<file path="config.mk">
export PLATFORM = sky130hd
export DESIGN_NAME = cbdma_engine
export DESIGN_NICKNAME = d
export VERILOG_FILES = /design/src/rtl/cbdma_pkg.sv /design/src/rtl/cbdma_cb_store.sv /design/src/rtl/cbdma_walker.sv /design/src/rtl/cbdma_engine.sv
export SDC_FILE = /design/constraint.sdc
export NUM_CORES = 1
export LEC_CHECK = 0
export ABC_AREA = 1
export BUFFER_PORTS_ARGS = -buffer_cell sky130_fd_sc_hd__buf_2
export CORE_AREA = 2 2 267 269
export CTS_CLUSTER_DIAMETER = 80
export CTS_CLUSTER_SIZE = 16
export DETAILED_ROUTE_END_ITERATION = 7
export DIE_AREA = 0 0 269 271
export PLACE_DENSITY = 0.61
export SLEW_MARGIN = 20
export SYNTH_ARGS = -nofsm -noshare
export SYNTH_HDL_FRONTEND = slang
export SYNTH_SLANG_ARGS = --single-unit
</file>
<file path="constraint.sdc">
create_clock -name clk -period 8.7 [get_ports clk]
set_clock_uncertainty 0.2 [all_clocks]
set_input_delay 1.74 -clock clk [delete_from_list [all_inputs] [get_ports clk]]
set_output_delay 1.74 -clock clk [all_outputs]
set_load 0.01 [all_outputs]
</file>
<file path="src/rtl/cbdma_pkg.sv">
package cbdma_pkg;
  localparam int WORD_W   = 32;
  localparam int CB_WORDS = 6;
  localparam int IDX_W    = $clog2(CB_WORDS);

  // Word positions inside a control block (fetch order).
  localparam int W_INFO   = 0;
  localparam int W_SRC    = 1;
  localparam int W_DST    = 2;
  localparam int W_LEN    = 3;
  localparam int W_STRIDE = 4;
  localparam int W_NEXT   = 5;

  // Info-word bit positions.
  localparam int B_NOTIFY = 0;
  localparam int B_RECT   = 1;
  localparam int B_DADV   = 4;
  localparam int B_DSKIP  = 7;
  localparam int B_SADV   = 8;
  localparam int B_SSKIP  = 11;

  typedef struct packed {
    logic src_skip;
    logic src_adv;
    logic dst_skip;
    logic dst_adv;
    logic rect;
    logic notify;
  } xinfo_t;

  typedef enum logic [3:0] {
    S_IDLE, S_CHECK, S_FREQ, S_FWAIT, S_SETUP, S_ROW,
    S_RREQ, S_RWAIT, S_WREQ, S_STEP, S_BEND
  } eng_state_t;

  function automatic xinfo_t decode_info(input logic [WORD_W-1:0] w);
    xinfo_t f;
    f.src_skip = w[B_SSKIP];
    f.src_adv  = w[B_SADV];
    f.dst_skip = w[B_DSKIP];
    f.dst_adv  = w[B_DADV];
    f.rect     = w[B_RECT];
    f.notify   = w[B_NOTIFY];
    return f;
  endfunction
endpackage

</file>
<file path="src/rtl/cbdma_cb_store.sv">
module cbdma_cb_store
  import cbdma_pkg::*;
#(
  parameter int W = WORD_W
) (
  input  logic             clk,
  input  logic             rst_n,
  input  logic             wr_en_i,
  input  logic [IDX_W-1:0] wr_idx_i,
  input  logic [W-1:0]     wr_data_i,
  output logic [W-1:0]     info_o,
  output logic [W-1:0]     src_o,
  output logic [W-1:0]     dst_o,
  output logic [W-1:0]     len_o,
  output logic [W-1:0]     stride_o,
  output logic [W-1:0]     next_o,
  output xinfo_t           flags_o
);
  logic [CB_WORDS-1:0][W-1:0] words;

  for (genvar g = 0; g < CB_WORDS; g++) begin : g_word
    logic         hit;
    logic [W-1:0] q;
    assign hit = wr_en_i && (wr_idx_i == IDX_W'(g));
    always_ff @(posedge clk or negedge rst_n) begin
      if (!rst_n)   q <= '0;
      else if (hit) q <= wr_data_i;
    end
    assign words[g] = q;
  end

  assign info_o   = words[W_INFO];
  assign src_o    = words[W_SRC];
  assign dst_o    = words[W_DST];
  assign len_o    = words[W_LEN];
  assign stride_o = words[W_STRIDE];
  assign next_o   = words[W_NEXT];
  assign flags_o  = decode_info(words[W_INFO]);

  // only the six block slots are ever written
  p_idx_range_r1: assert property (@(posedge clk) disable iff (!rst_n)
    wr_en_i |-> (int'(wr_idx_i) < CB_WORDS));
endmodule

</file>
<file path="src/rtl/cbdma_walker.sv">
module cbdma_walker
  import cbdma_pkg::*;
#(
  parameter int W     = WORD_W,
  parameter int ROW_W = 14,
  parameter int XB_W  = 16
) (
  input  logic         clk,
  input  logic         rst_n,
  input  logic         load_i,
  input  logic         word_step_i,
  input  logic         row_step_i,
  input  logic         rect_i,
  input  logic         src_adv_i,
  input  logic         dst_adv_i,
  input  logic [W-1:0] src_i,
  input  logic [W-1:0] dst_i,
  input  logic [W-1:0] len_i,
  input  logic [W-1:0] stride_i,
  output logic [W-1:0] src_o,
  output logic [W-1:0] dst_o,
  output logic [W-1:0] len_vis_o,
  output logic         row_has_word_o,
  output logic         rows_done_o
);
  localparam int       STRIDE_W = W / 2;
  localparam int       PAD_W    = W - XB_W - ROW_W;
  localparam logic [W-1:0] STEP = W'(4);

  logic [W-1:0]     src_q, src_d, dst_q, dst_d, len_q, len_d;
  logic [W-1:0]     xrem_q, xrem_d, rb_q, rb_d;
  logic [ROW_W-1:0] yrem_q, yrem_d;
  logic [W-1:0]     s_stride, d_stride;
  logic             en;

  assign s_stride = {{(W-STRIDE_W){stride_i[STRIDE_W-1]}}, stride_i[STRIDE_W-1:0]};
  assign d_stride = {{(W-STRIDE_W){stride_i[W-1]}}, stride_i[W-1:STRIDE_W]};
  assign en       = load_i | word_step_i | row_step_i;

  always_comb begin
    src_d  = src_q;
    dst_d  = dst_q;
    len_d  = len_q;
    xrem_d = xrem_q;
    rb_d   = rb_q;
    yrem_d = yrem_q;
    if (load_i) begin
      src_d = src_i;
      dst_d = dst_i;
      len_d = len_i;
      if (rect_i) begin
        yrem_d = len_i[XB_W+ROW_W-1:XB_W];
        rb_d   = {{(W-XB_W){1'b0}}, len_i[XB_W-1:0]};
      end else begin
        yrem_d = ROW_W'(1);
        rb_d   = len_i;
      end
      xrem_d = rb_d;
    end else if (word_step_i) begin
      if (src_adv_i) src_d = src_q + STEP;
      if (dst_adv_i) dst_d = dst_q + STEP;
      xrem_d = xrem_q - STEP;
      if (rect_i) len_d = {{PAD_W{1'b0}}, yrem_q, xrem_d[XB_W-1:0]};
      else        len_d = xrem_d;
    end else if (row_step_i) begin
      yrem_d = yrem_q - ROW_W'(1);
      if (yrem_q != ROW_W'(1)) begin
        src_d = src_q + s_stride;
        dst_d = dst_q + d_stride;
      end
      xrem_d = rb_q;
    end
  end

  always_ff @(posedge clk or negedge rst_n) begin
    if (!rst_n) begin
      src_q  <= '0;
      dst_q  <= '0;
      len_q  <= '0;
      xrem_q <= '0;
      rb_q   <= '0;
      yrem_q <= '0;
    end else if (en) begin
      src_q  <= src_d;
      dst_q  <= dst_d;
      len_q  <= len_d;
      xrem_q <= xrem_d;
      rb_q   <= rb_d;
      yrem_q <= yrem_d;
    end
  end

  assign src_o          = src_q;
  assign dst_o          = dst_q;
  assign len_vis_o      = len_q;
  assign row_has_word_o = (xrem_q >= STEP);
  assign rows_done_o    = (yrem_q == '0);

  // a non-advancing side keeps its address across a word
  p_src_fixed_r6: assert property (@(posedge clk) disable iff (!rst_n)
    (word_step_i && !src_adv_i) |=> (src_q == $past(src_q)));
  p_dst_fixed_r6: assert property (@(posedge clk) disable iff (!rst_n)
    (word_step_i && !dst_adv_i) |=> (dst_q == $past(dst_q)));
  // no stride after the last row
  p_last_row_r4: assert property (@(posedge clk) disable iff (!rst_n)
    (row_step_i && yrem_q == ROW_W'(1)) |=> ($stable(src_q) && $stable(dst_q)));
  // a word step never happens on an exhausted row
  p_word_room_r3: assert property (@(posedge clk) disable iff (!rst_n)
    word_step_i |-> (xrem_q >= STEP));
endmodule

</file>
<file path="src/rtl/cbdma_engine.sv">
module cbdma_engine
  import cbdma_pkg::*;
#(
  parameter int W     = WORD_W,
  parameter int ROW_W = 14,
  parameter int XB_W  = 16
) (
  input  logic         clk,
  input  logic         rst_n,
  input  logic         start_i,
  input  logic [W-1:0] start_addr_i,
  input  logic         chan_en_i,
  output logic         mem_req_o,
  output logic         mem_we_o,
  output logic [W-1:0] mem_addr_o,
  output logic [W-1:0] mem_wdata_o,
  input  logic         mem_gnt_i,
  input  logic         mem_rvalid_i,
  input  logic [W-1:0] mem_rdata_i,
  output logic         busy_o,
  output logic         blk_done_o,
  output logic         blk_irq_o,
  output logic         chain_done_o,
  output logic [W-1:0] cur_blk_o,
  output logic [W-1:0] cur_info_o,
  output logic [W-1:0] cur_src_o,
  output logic [W-1:0] cur_dst_o,
  output logic [W-1:0] cur_len_o,
  output logic [W-1:0] cur_stride_o,
  output logic [W-1:0] cur_next_o
);
  localparam logic [IDX_W-1:0] LAST_IDX = IDX_W'(CB_WORDS - 1);

  eng_state_t       state_q, state_d;
  logic [IDX_W-1:0] fidx_q, fidx_d;
  logic [W-1:0]     blk_q, blk_d, data_q, data_d;
  logic             cb_wr, load, wstep, rstep;
  logic [W-1:0]     cb_src, cb_dst, cb_len, cb_next;
  logic             row_has_word, rows_done;
  xinfo_t           flags;

  cbdma_cb_store #(.W(W)) u_store (
    .clk(clk), .rst_n(rst_n),
    .wr_en_i(cb_wr), .wr_idx_i(fidx_q), .wr_data_i(mem_rdata_i),
    .info_o(cur_info_o), .src_o(cb_src), .dst_o(cb_dst), .len_o(cb_len),
    .stride_o(cur_stride_o), .next_o(cb_next), .flags_o(flags)
  );

  cbdma_walker #(.W(W), .ROW_W(ROW_W), .XB_W(XB_W)) u_walker (
    .clk(clk), .rst_n(rst_n),
    .load_i(load), .word_step_i(wstep), .row_step_i(rstep),
    .rect_i(flags.rect), .src_adv_i(flags.src_adv), .dst_adv_i(flags.dst_adv),
    .src_i(cb_src), .dst_i(cb_dst), .len_i(cb_len), .stride_i(cur_stride_o),
    .src_o(cur_src_o), .dst_o(cur_dst_o), .len_vis_o(cur_len_o),
    .row_has_word_o(row_has_word), .rows_done_o(rows_done)
  );

  always_comb begin
    state_d      = state_q;
    fidx_d       = fidx_q;
    blk_d        = blk_q;
    data_d       = data_q;
    mem_req_o    = 1'b0;
    mem_we_o     = 1'b0;
    mem_addr_o   = '0;
    mem_wdata_o  = '0;
    cb_wr        = 1'b0;
    load         = 1'b0;
    wstep        = 1'b0;
    rstep        = 1'b0;
    blk_done_o   = 1'b0;
    chain_done_o = 1'b0;
    unique case (state_q)
      S_IDLE: if (start_i) begin
        blk_d   = start_addr_i;
        state_d = S_CHECK;
      end
      S_CHECK: if (chan_en_i && (blk_q != '0)) begin
        fidx_d  = '0;
        state_d = S_FREQ;
      end else begin
        chain_done_o = 1'b1;
        state_d      = S_IDLE;
      end
      S_FREQ: begin
        mem_req_o  = 1'b1;
        mem_addr_o = blk_q + {{(W-IDX_W-2){1'b0}}, fidx_q, 2'b00};
        if (mem_gnt_i) state_d = S_FWAIT;
      end
      S_FWAIT: if (mem_rvalid_i) begin
        cb_wr = 1'b1;
        if (fidx_q == LAST_IDX) state_d = S_SETUP;
        else begin
          fidx_d  = fidx_q + IDX_W'(1);
          state_d = S_FREQ;
        end
      end
      S_SETUP: begin
        load    = 1'b1;
        state_d = S_ROW;
      end
      S_ROW: begin
        if (rows_done) state_d = S_BEND;
        else if (row_has_word) begin
          if (flags.src_skip) begin
            data_d  = '0;
            state_d = S_WREQ;
          end else state_d = S_RREQ;
        end else rstep = 1'b1;
      end
      S_RREQ: begin
        mem_req_o  = 1'b1;
        mem_addr_o = cur_src_o;
        if (mem_gnt_i) state_d = S_RWAIT;
      end
      S_RWAIT: if (mem_rvalid_i) begin
        data_d  = mem_rdata_i;
        state_d = S_WREQ;
      end
      S_WREQ: begin
        if (flags.dst_skip) state_d = S_STEP;
        else begin
          mem_req_o   = 1'b1;
          mem_we_o    = 1'b1;
          mem_addr_o  = cur_dst_o;
          mem_wdata_o = data_q;
          if (mem_gnt_i) state_d = S_STEP;
        end
      end
      S_STEP: begin
        wstep   = 1'b1;
        state_d = S_ROW;
      end
      S_BEND: begin
        blk_done_o = 1'b1;
        blk_d      = cb_next;
        state_d    = S_CHECK;
      end
      default: state_d = S_IDLE;
    endcase
  end

  always_ff @(posedge clk or negedge rst_n) begin
    if (!rst_n) begin
      state_q <= S_IDLE;
      fidx_q  <= '0;
      blk_q   <= '0;
      data_q  <= '0;
    end else begin
      state_q <= state_d;
      fidx_q  <= fidx_d;
      blk_q   <= blk_d;
      data_q  <= data_d;
    end
  end

  assign busy_o     = (state_q != S_IDLE);
  assign blk_irq_o  = blk_done_o && flags.notify;
  assign cur_blk_o  = blk_q;
  assign cur_next_o = cb_next;

  // a waiting request holds steady until granted
  p_req_hold_r1: assert property (@(posedge clk) disable iff (!rst_n)
    (mem_req_o && !mem_gnt_i) |=> (mem_req_o && $stable(mem_addr_o)
                                   && $stable(mem_we_o) && $stable(mem_wdata_o)));
  // skip flags suppress the corresponding access
  p_no_write_skip_r5: assert property (@(posedge clk) disable iff (!rst_n)
    (mem_req_o && mem_we_o) |-> !flags.dst_skip);
  p_no_read_skip_r5: assert property (@(posedge clk) disable iff (!rst_n)
    (state_q == S_RREQ) |-> !flags.src_skip);
  // notify pulse only with a block completion
  p_irq_in_blk_r8: assert property (@(posedge clk) disable iff (!rst_n)
    blk_irq_o |-> blk_done_o);
  // chain end leaves the engine idle
  p_done_idle_r9: assert property (@(posedge clk) disable iff (!rst_n)
    chain_done_o |=> !busy_o);
endmodule

</file>
# Yosys cells after proc, flatten, opt, wreduce, memory -nomap -nowiden
# Index checks and enable logic that the tools add are counted.
# word_totals
n_memories	0
latchBits	0
out_inout_bits	294
ff_bits	437
wordCells	152
ram_bits	0
inputBits	70
romBits	0
# op_classes
shifts	0
add_sub_neg	8
reduce_logical	32
n_bitwise	2
mux	62
eq_ne	31
magnitude_cmp	1
multipliers	0
n_div	0
# op_table
cell	n
2-to-1 mux 32 bit	25
one-hot mux 32 bit (2 select lines)	2
one-hot mux 32 bit (3 select lines)	1
adder 32 x 3 -> 32 bit, second input constant	2
adder 32 bit	2
2-to-1 mux 14 bit	4
2-to-1 mux 4 bit	10
one-hot mux 4 bit (10 select lines)	1
adder 32 x 5 -> 32 bit	1
>= comparator 32 x 3 -> 1 bit, second input constant	1
nonzero test 32 bit	1
subtractor 32 x 3 -> 32 bit, second input constant	1
inequality test 2 bit, second input constant	9
== test 4 x 3 -> 1 bit, second input constant	4
logical NOT 14 bit	1
inequality test 14 x 1 -> 1 bit, second input constant	1
subtractor 14 x 1 -> 14 bit, second input constant	1
== test 4 bit, second input constant	3
2-to-1 mux 1 bit	12
2-to-1 mux 3 bit	4
AND reduction 4 bit	3
nonzero test 2 bit	5
inequality test 3 x 2 -> 1 bit, second input constant	3
== test 4 x 2 -> 1 bit, second input constant	2
21 further kinds	37

# Longest topological paths before layout
# Gate-level depths: netlist of run 1.
# depth
word_depth	7
depth_mapped	15
mapped_depth_nobuf	15

# By module
# Synthesis of run 1 repeated with hierarchy kept, for this count alone.
# unflattened
hier_cells	4280
area_unflattened_um2	28184.5
# by_module_without_submodules
module	instances	seq_area_each_um2	area_per_inst_um2	cells_each
cbdma_walker	1	4354.2	15667.5	2642
cbdma_cb_store	1	4804.6	7478.4	846
cbdma_engine	1	1776.7	5038.6	792

# Worst setup path after synthesis of run 1
# Ideal clock, no wire load.
# synth_path
kind	reg-to-output
start	register blk_q[2] (netlist: cur_blk_o[2])
end	output mem_addr_o[20]
stages_incl_launch_ff	15
required_time_ns	6.760
t_arrival_ns	2.162
setup_slack_ns	4.598
path_cell_list	dfrtp_1 ha_1 inv_1 fa_1 inv_1 nand2_1 a21oi_1 nand2_1 nor2_1 nand3_1 nor2_1 inv_1 o21bai_1 nand3_1 nand2_1
# synth_via
elab_chain_cells	2
# synth_rtl
item	line	source
start: declaration	cbdma_engine.sv:36	logic [W-1:0] blk_q, blk_d, data_q, data_d;
start signal: assignment	cbdma_engine.sv:152	blk_q <= blk_d;
adder 32 x 5 -> 32 bit	cbdma_engine.sv:87	mem_addr_o = blk_q + {{(W-IDX_W-2){1'b0}}, fidx_q, 2'b00};
one-hot mux 32 bit (3 select lines)	cbdma_engine.sv:73	unique case (state_q)
end: declaration	cbdma_engine.sv:15	output logic [W-1:0] mem_addr_o,
# Every way passes these cells.

# Worst setup path after layout of run 1
# layout_path
start	register fidx_q[0]
end	output mem_addr_o[28]
# layout_via
elab_chain_cells	2
# layout_rtl
item	line	source
start: declaration	cbdma_engine.sv:35	logic [IDX_W-1:0] fidx_q, fidx_d;
start signal: assignment	cbdma_engine.sv:151	fidx_q <= fidx_d;
adder 32 x 5 -> 32 bit	cbdma_engine.sv:87	
one-hot mux 32 bit (3 select lines)	cbdma_engine.sv:73	
# Every way passes these cells.

==> results.yml, run 1 <==
placement:
  place_area_mm2: 0.0304
  portBuffers: 363
  dp_hpwl_um: 83600
  place_congestion: 0.986
  dpl.cell_count: 5356
  dp_slack_ns: 3.97
logic_synthesis:
  netlist_instances: 4172
  ys_seq_area_share_pct: 39.4
  syn_nets: 4321
  synth.avg_cell_area_um2: 6.65
  yosysWarnings: 0
  ys_ff_latch: 437
  synth-async-reset-ratio_pct: 100
  yosysTopAreaCell: "dfrtp_1"
  synth_ff_type: "dfrtp_1"
  synth_edf_count: 0
  synth_top_cell_area_share_pct: 39.4
  synth_area_mm2: 0.0278
  synth_cell_types: 51
  netlist_top_cells_area: "dfrtp_1 39%, nand2_1 20%, inv_1 7.3%"
clock_tree:
  cts_tree: "yes"
  cts.clk_slew.worst_paths_ns: 0.07
  post-cts-setup-buffer-count: 0
  cts_root_buf: "clkbuf_16"
  cts_hold_buffers: 0
  cts_resized: 0
  numCtsBuffers: 35
  cts_max_level: 2
  clock-sinks: 437
  clk_latency_ns: 0.60
  cts_buffer_depth: 3
drt:
  drc: 0
  vias: 28500
  drtIter0Drc: 2820
  wire_per_inst_um: 20.7
  ant_nets: 0
  drtPass1Iterations: 6
  wirelength_um: 112000
  vias_per_cell: 5.28
sta:
  clock.fmax_mhz: 184
  period_needed_ns: 5.43
  fin_hold_ws_ns: 0.273
  setup_ws_ns: 3.27
  finalSetupTns_ns: 0
  relSlewSlack_pct: 33.1
  rsz0062_at_grt: "false"
  finalSetupViolCount: 0
  hold_violations: 0
  drv_slew: 0
  finalCritPeriodShare_pct: 62.4
  tightest_slew_ns: 1.00
grt:
  grt_max_degree: 129
  grt_first_pass_wirelength_um: 166000
  grt_use_met3_pct: 5.96
  grt_use_met2_pct: 46.1
  use_met1_pct: 43.6
  grt_pass1_vias: 26200
  track_usage_pct: 30.4
  antenna_found_initial: 15
  globalRouteOverflowTotal: 0
  gr-max-usage-layer: "met2"
pwr:
  sw_frac_of_total_pct: 47.3
  power_leakage_nw: 16.9
  p_seq_share_pct: 36.9
  p_sw_mw: 4.11
  p_total_mw: 8.68
  peakVddDrop_mv: 0.171
  power_frac_clock_pct: 18.7
  cell_internal_pwr_mw: 4.57
  p_per_area_mw_per_mm2: 276
  combPwrFrac_pct: 44.4
run_status:
  outcome: "complete, no violations"
die:
  die_y_um: 271
  start_util_pct: 39.8
  row_count: 97
  io_pins: 364
  fp.dieW_um: 269
  core_mm2: 0.0698
  die_area_mm2: 0.0729
job:
  drv_cap: 0
setup_path:
  crit_required_ns: 6.76
  reg2reg_depth: 12
  path_max_fanout: 5
  r2r_slack_ns: 4.67
  critical_path.endpoint_type: "output port"
  startpoint_type: "register"
  path_class: "reg2out"
  worstPathArrival_ns: 3.49
  r2r-start: "u_walker.yrem_q[0]$_DFFE_PN0P_"
  reg2reg_to: "u_walker.dst_o[7]$_DFFE_PN0P_"
min_path:
  whs_path_depth: 2
  holdPathEnd: "u_walker.rb_q[22]$_DFFE_PN0P_"
  hold_class: "reg2reg"
  hold_start: "u_walker.rb_q[22]$_DFFE_PN0P_"
cells_and_area:
  fin_util_pct: 45.1
  fin_area_mm2: 0.0315
  drive_gt1_share_pct: 10.8
  area_growth_pct: 13.3
  final_net_count: 4602
  finalNonFillerCells: 5408
-- layer usage --
metal | share of wire (%) | vias up
li1 | - | 13800
met1 | 44 | 13400
met2 | 44 | 1209
met3 | 9.1 | 162
met4 | 3.1 | 2
met5 | 0.012 | -
-- how the worst max path moves through the flow --
stage / startpoint / endpoint / slack (ns) / cells after the start
global route: fidx_q[2]$_DFFE_PN0P_ / mem_addr_o[19] / 3.02 / 13
CTS: fidx_q[2]$_DFFE_PN0P_ / mem_addr_o[29] / 3.32 / 12
finish: fidx_q[0]$_DFFE_PN0P_ / mem_addr_o[28] / 3.27 / 15
floorplan: cur_blk_o[2]$_DFFE_PN0P_ / mem_addr_o[20] / 4.60 / 14
global placement: fidx_q[2]$_DFFE_PN0P_ / mem_addr_o[29] / 3.96 / 12
detailed placement: fidx_q[2]$_DFFE_PN0P_ / mem_addr_o[29] / 3.97 / 12
-- cell usage after synthesis, types with 7 or more instances --
cell,instances
a21oi_1,107
a31oi_1,43
buf_1,14
buf_2,28
buf_6,7
clkbuf_1,92
dfrtp_1,437
ha_1,76
inv_1,541
nand2_1,1494
nand3_1,263
nand3b_1,15
nand4_1,27
nor2_1,400
nor3_1,56
nor4_1,7
o211ai_1,28
o21ai_0,365
o21ai_1,11
o21bai_1,9
o221ai_1,24
o22ai_1,9
or2_2,16
xnor2_1,9
xor2_1,40
-- power groups by stage --
stage | Combinational (mW) | Sequential [mW] | Clock, mW
floorplan | 2.26 | 3.09 | 0
global placement | 3.79 | 3.21 | 0
detailed placement | 3.81 | 3.22 | 0
CTS | 3.82 | 3.18 | 1.64
global route | 4.27 | 3.25 | 1.71
finish | 3.85 | 3.21 | 1.62
-- layout by cell type, fill, tap and decap left out, types with 6 or more instances in the layout --
master and instances:
nand2_1 1490, inv_1 540, dfrtp_1 437, nor2_1 395
o21ai_0 365, buf_2 362, nand3_1 259, a21oi_1 107
ha_1 76, nor3_1 56, a31oi_1 43, xor2_1 40
clkbuf_16 35, o211ai_1 28, nand4_1 27, o221ai_1 24
buf_4 24, or2_2 16, nand3b_1 15, o21ai_1 11
o22ai_1 9, xnor2_1 9, o21bai_1 9, nor4_1 7
nand2_2 6, inv_2 6, nor2_2 6
-- layout make-up --
type                       count  area (um^2)
tap                          940         1180
antenna                        5         12.5
multi-input combinational   3041        14200
clock inverter                 8          129
clock buffer                  39          921
sequential                   437        10900
fill                        7377        38300
inverter                     549         2060
timing repair buffer         389         2050
-- kinds of logic (layout without fill, tap and decap cells) --
group           Yosys count  after routing  synth area share (%)
fa+ha+maj                79             79                  3.64
compound gates          614            614                  12.2
buf+inv                 694            985                  9.76
flops                   437            437                  39.4
other cells               0              5                     0
simple gates           2299           2299                  33.5
xor+xnor                 49             49                  1.55
-- worst max-delay path: stages (launching register included) --
cell      delay [ns]
dfrtp_1         0.43
ha_1            0.21
inv_1           0.06
fa_1            0.36
inv_1           0.08
nand2_1         0.07
a21oi_1         0.27
nand2_1         0.15
nor2_1          0.28
nand3_1         0.17
inv_1           0.12
nand2_1         0.06
nand2_1         0.08
nand3_1         0.18
o211ai_1        0.21
buf_2           0.19
Note: power is estimated with default switching activity, not from simulation.
==> run 2, diff against run 1 <==
clock period = 5.39 ns   (was 8.7 ns; I/O delays follow)
==> results.yml, run 2 (synthesis results as in run 1) <==
setup_path:
  setup.worst_path.start: "fidx_q[2]$_DFFE_PN0P_"
  crit_required_ns: 4.11
  worstPathArrival_ns: 3.51
  r2r_slack_ns: 1.98
  reg2reg_depth: 12
  path_class: "reg2out"
  r2r-start: "state_q[3]$_DFFE_PN0P_"
  path_max_fanout: 6
  reg2reg_to: "u_walker.dst_o[5]$_DFFE_PN0P_"
  critical_path.endpoint_type: "output port"
  startpoint_type: "register"
sta:
  tightest_slew_ns: 0.960
  drv_slew: 0
  rsz0062_at_grt: "false"
  finalSetupViolCount: 0
  hold_violations: 0
  clock.fmax_mhz: 209
  finalCritPeriodShare_pct: 88.9
  period_needed_ns: 4.79
  finalSetupTns_ns: 0
  relSlewSlack_pct: 36.0
cells_and_area:
  multi_input_area_mm2: 0.0142
  finalNonFillerCells: 5407
  fin_area_mm2: 0.0315
  final_net_count: 4604
  area_growth_pct: 13.6
  layout_commonest_cell: "nand2_1"
  layout_common_cells: "1490 x nand2_1, 540 x inv_1, 437 x dfrtp_1"
  fillers: 7358
  drive_gt1_share_pct: 10.9
  register_area_mm2: 0.0109
clock_tree:
  cts_root_buf: "clkbuf_16"
  cts_buffer_depth: 3
  post-cts-setup-buffer-count: 0
  numCtsBuffers: 36
  cts_resized: 0
  cts.clk_slew.worst_paths_ns: 0.08
  clk_latency_ns: 0.60
  cts_tree: "yes"
  clock-sinks: 437
  cts_max_level: 2
  cts_hold_buffers: 0
job:
  drv_cap: 0
placement:
  dp_hpwl_um: 85300
  dpl.cell_count: 5357
  portBuffers: 363
  place_area_mm2: 0.0304
  place_congestion: 0.976
die:
  row_count: 97
  fp.dieW_um: 269
  die_y_um: 271
  core_mm2: 0.0698
  start_util_pct: 39.8
  io_pins: 364
  die_area_mm2: 0.0729
drt:
  drtPass1Iterations: 8
  ant_nets: 0
  drc: 1
  vias: 28300
  wire_per_inst_um: 20.9
  wirelength_um: 113000
  drtIter0Drc: 3196
  vias_per_cell: 5.23
pwr:
  peakVddDrop_mv: 0.273
  p_per_area_mw_per_mm2: 447
  power_leakage_nw: 17.0
min_path:
  whs_path_depth: 2
  holdPathEnd: "u_walker.rb_q[21]$_DFFE_PN0P_"
  hold_class: "reg2reg"
  hold_start: "u_walker.rb_q[21]$_DFFE_PN0P_"
run_status:
  violations: "design-rule violations"
  outcome: "finished, violations left"
grt:
  grt_first_pass_wirelength_um: 169000
  grt_pass1_vias: 26300
  globalRouteOverflowTotal: 0
  antenna_found_initial: 17
  track_usage_pct: 30.8
  grt_max_degree: 92
run 2: cell types whose count changed in the layout (fill, tap and decap cells not counted), sizes merged:
cell      before  now
inv          549  550
clkinvlp       1    0
diode          5    1
clkbuf        39   40
clkinv         6    7
buf          389  390
run 2: worst max path at each step:
stage | endpoint | slack (ns) | depth (start not counted)
after floorplan | mem_addr_o[20] | 1.95 | 14
after global placement | mem_addr_o[29] | 1.33 | 12
after detailed placement | mem_addr_o[29] | 1.31 | 12
after CTS | mem_addr_o[29] | 0.64 | 12
after global routing | mem_addr_o[29] | 0.36 | 12
final | mem_addr_o[29] | 0.60 | 12
run 2: per-stage QoR:
step / hold slack [ns] / power, mW / setup slack [ns] / util [%]
finish: 0.271 / 14.1 / 0.600 / 45.2
detailed placement: 0.257 / 11.4 / 1.31 / 43.6
global route: 0.296 / 15.0 / 0.359 / 45.2
CTS: 0.273 / 14.1 / 0.640 / 45.2
floorplan: 0.238 / 8.63 / 1.95 / -
global placement: 0.256 / 11.3 / 1.33 / 43.6
run 2: where the power goes:
group	internal, mW	switching (mW)	total, mW	leakage, nW
sequential	4.04	1.15	5.19	5.86
clock	1.32	1.36	2.68	0.526
combinational	2.05	4.18	6.24	10.6
run 2: worst max-delay path, cell delays in order, from the launching register on:
cell and delay [ns]:
dfrtp_1 0.46, ha_1 0.37, nand3_1 0.10, nand2_1 0.09
nand2_1 0.07, nor2_1 0.30, nand3_1 0.26, nor2_1 0.48
nand2_1 0.09, nand2_1 0.08, nand3_1 0.20, o211ai_1 0.21
buf_2 0.18
run 2: layer usage:
metal / share of wire (%) / global-route usage [%] / vias up
met3: 8.2 / 5.38 / 133
met5: 0.052 / 0 / -
met1: 45 / 44.7 / 13200
met4: 2.9 / 8.33 / 8
li1: - / - / 13800
met2: 44 / 47.2 / 1132
run 2: area by class of cell:
cell class | instances | area share (%)
Timing Repair Buffer | 390 | 6.60
Antenna cell | 1 | 0.00794
Clock buffer | 40 | 2.97
Clock inverter | 9 | 0.460
Sequential cell | 437 | 34.7
Tap cell | 940 | 3.73
Inverter | 549 | 6.54
Multi-Input combinational cell | 3041 | 45.0
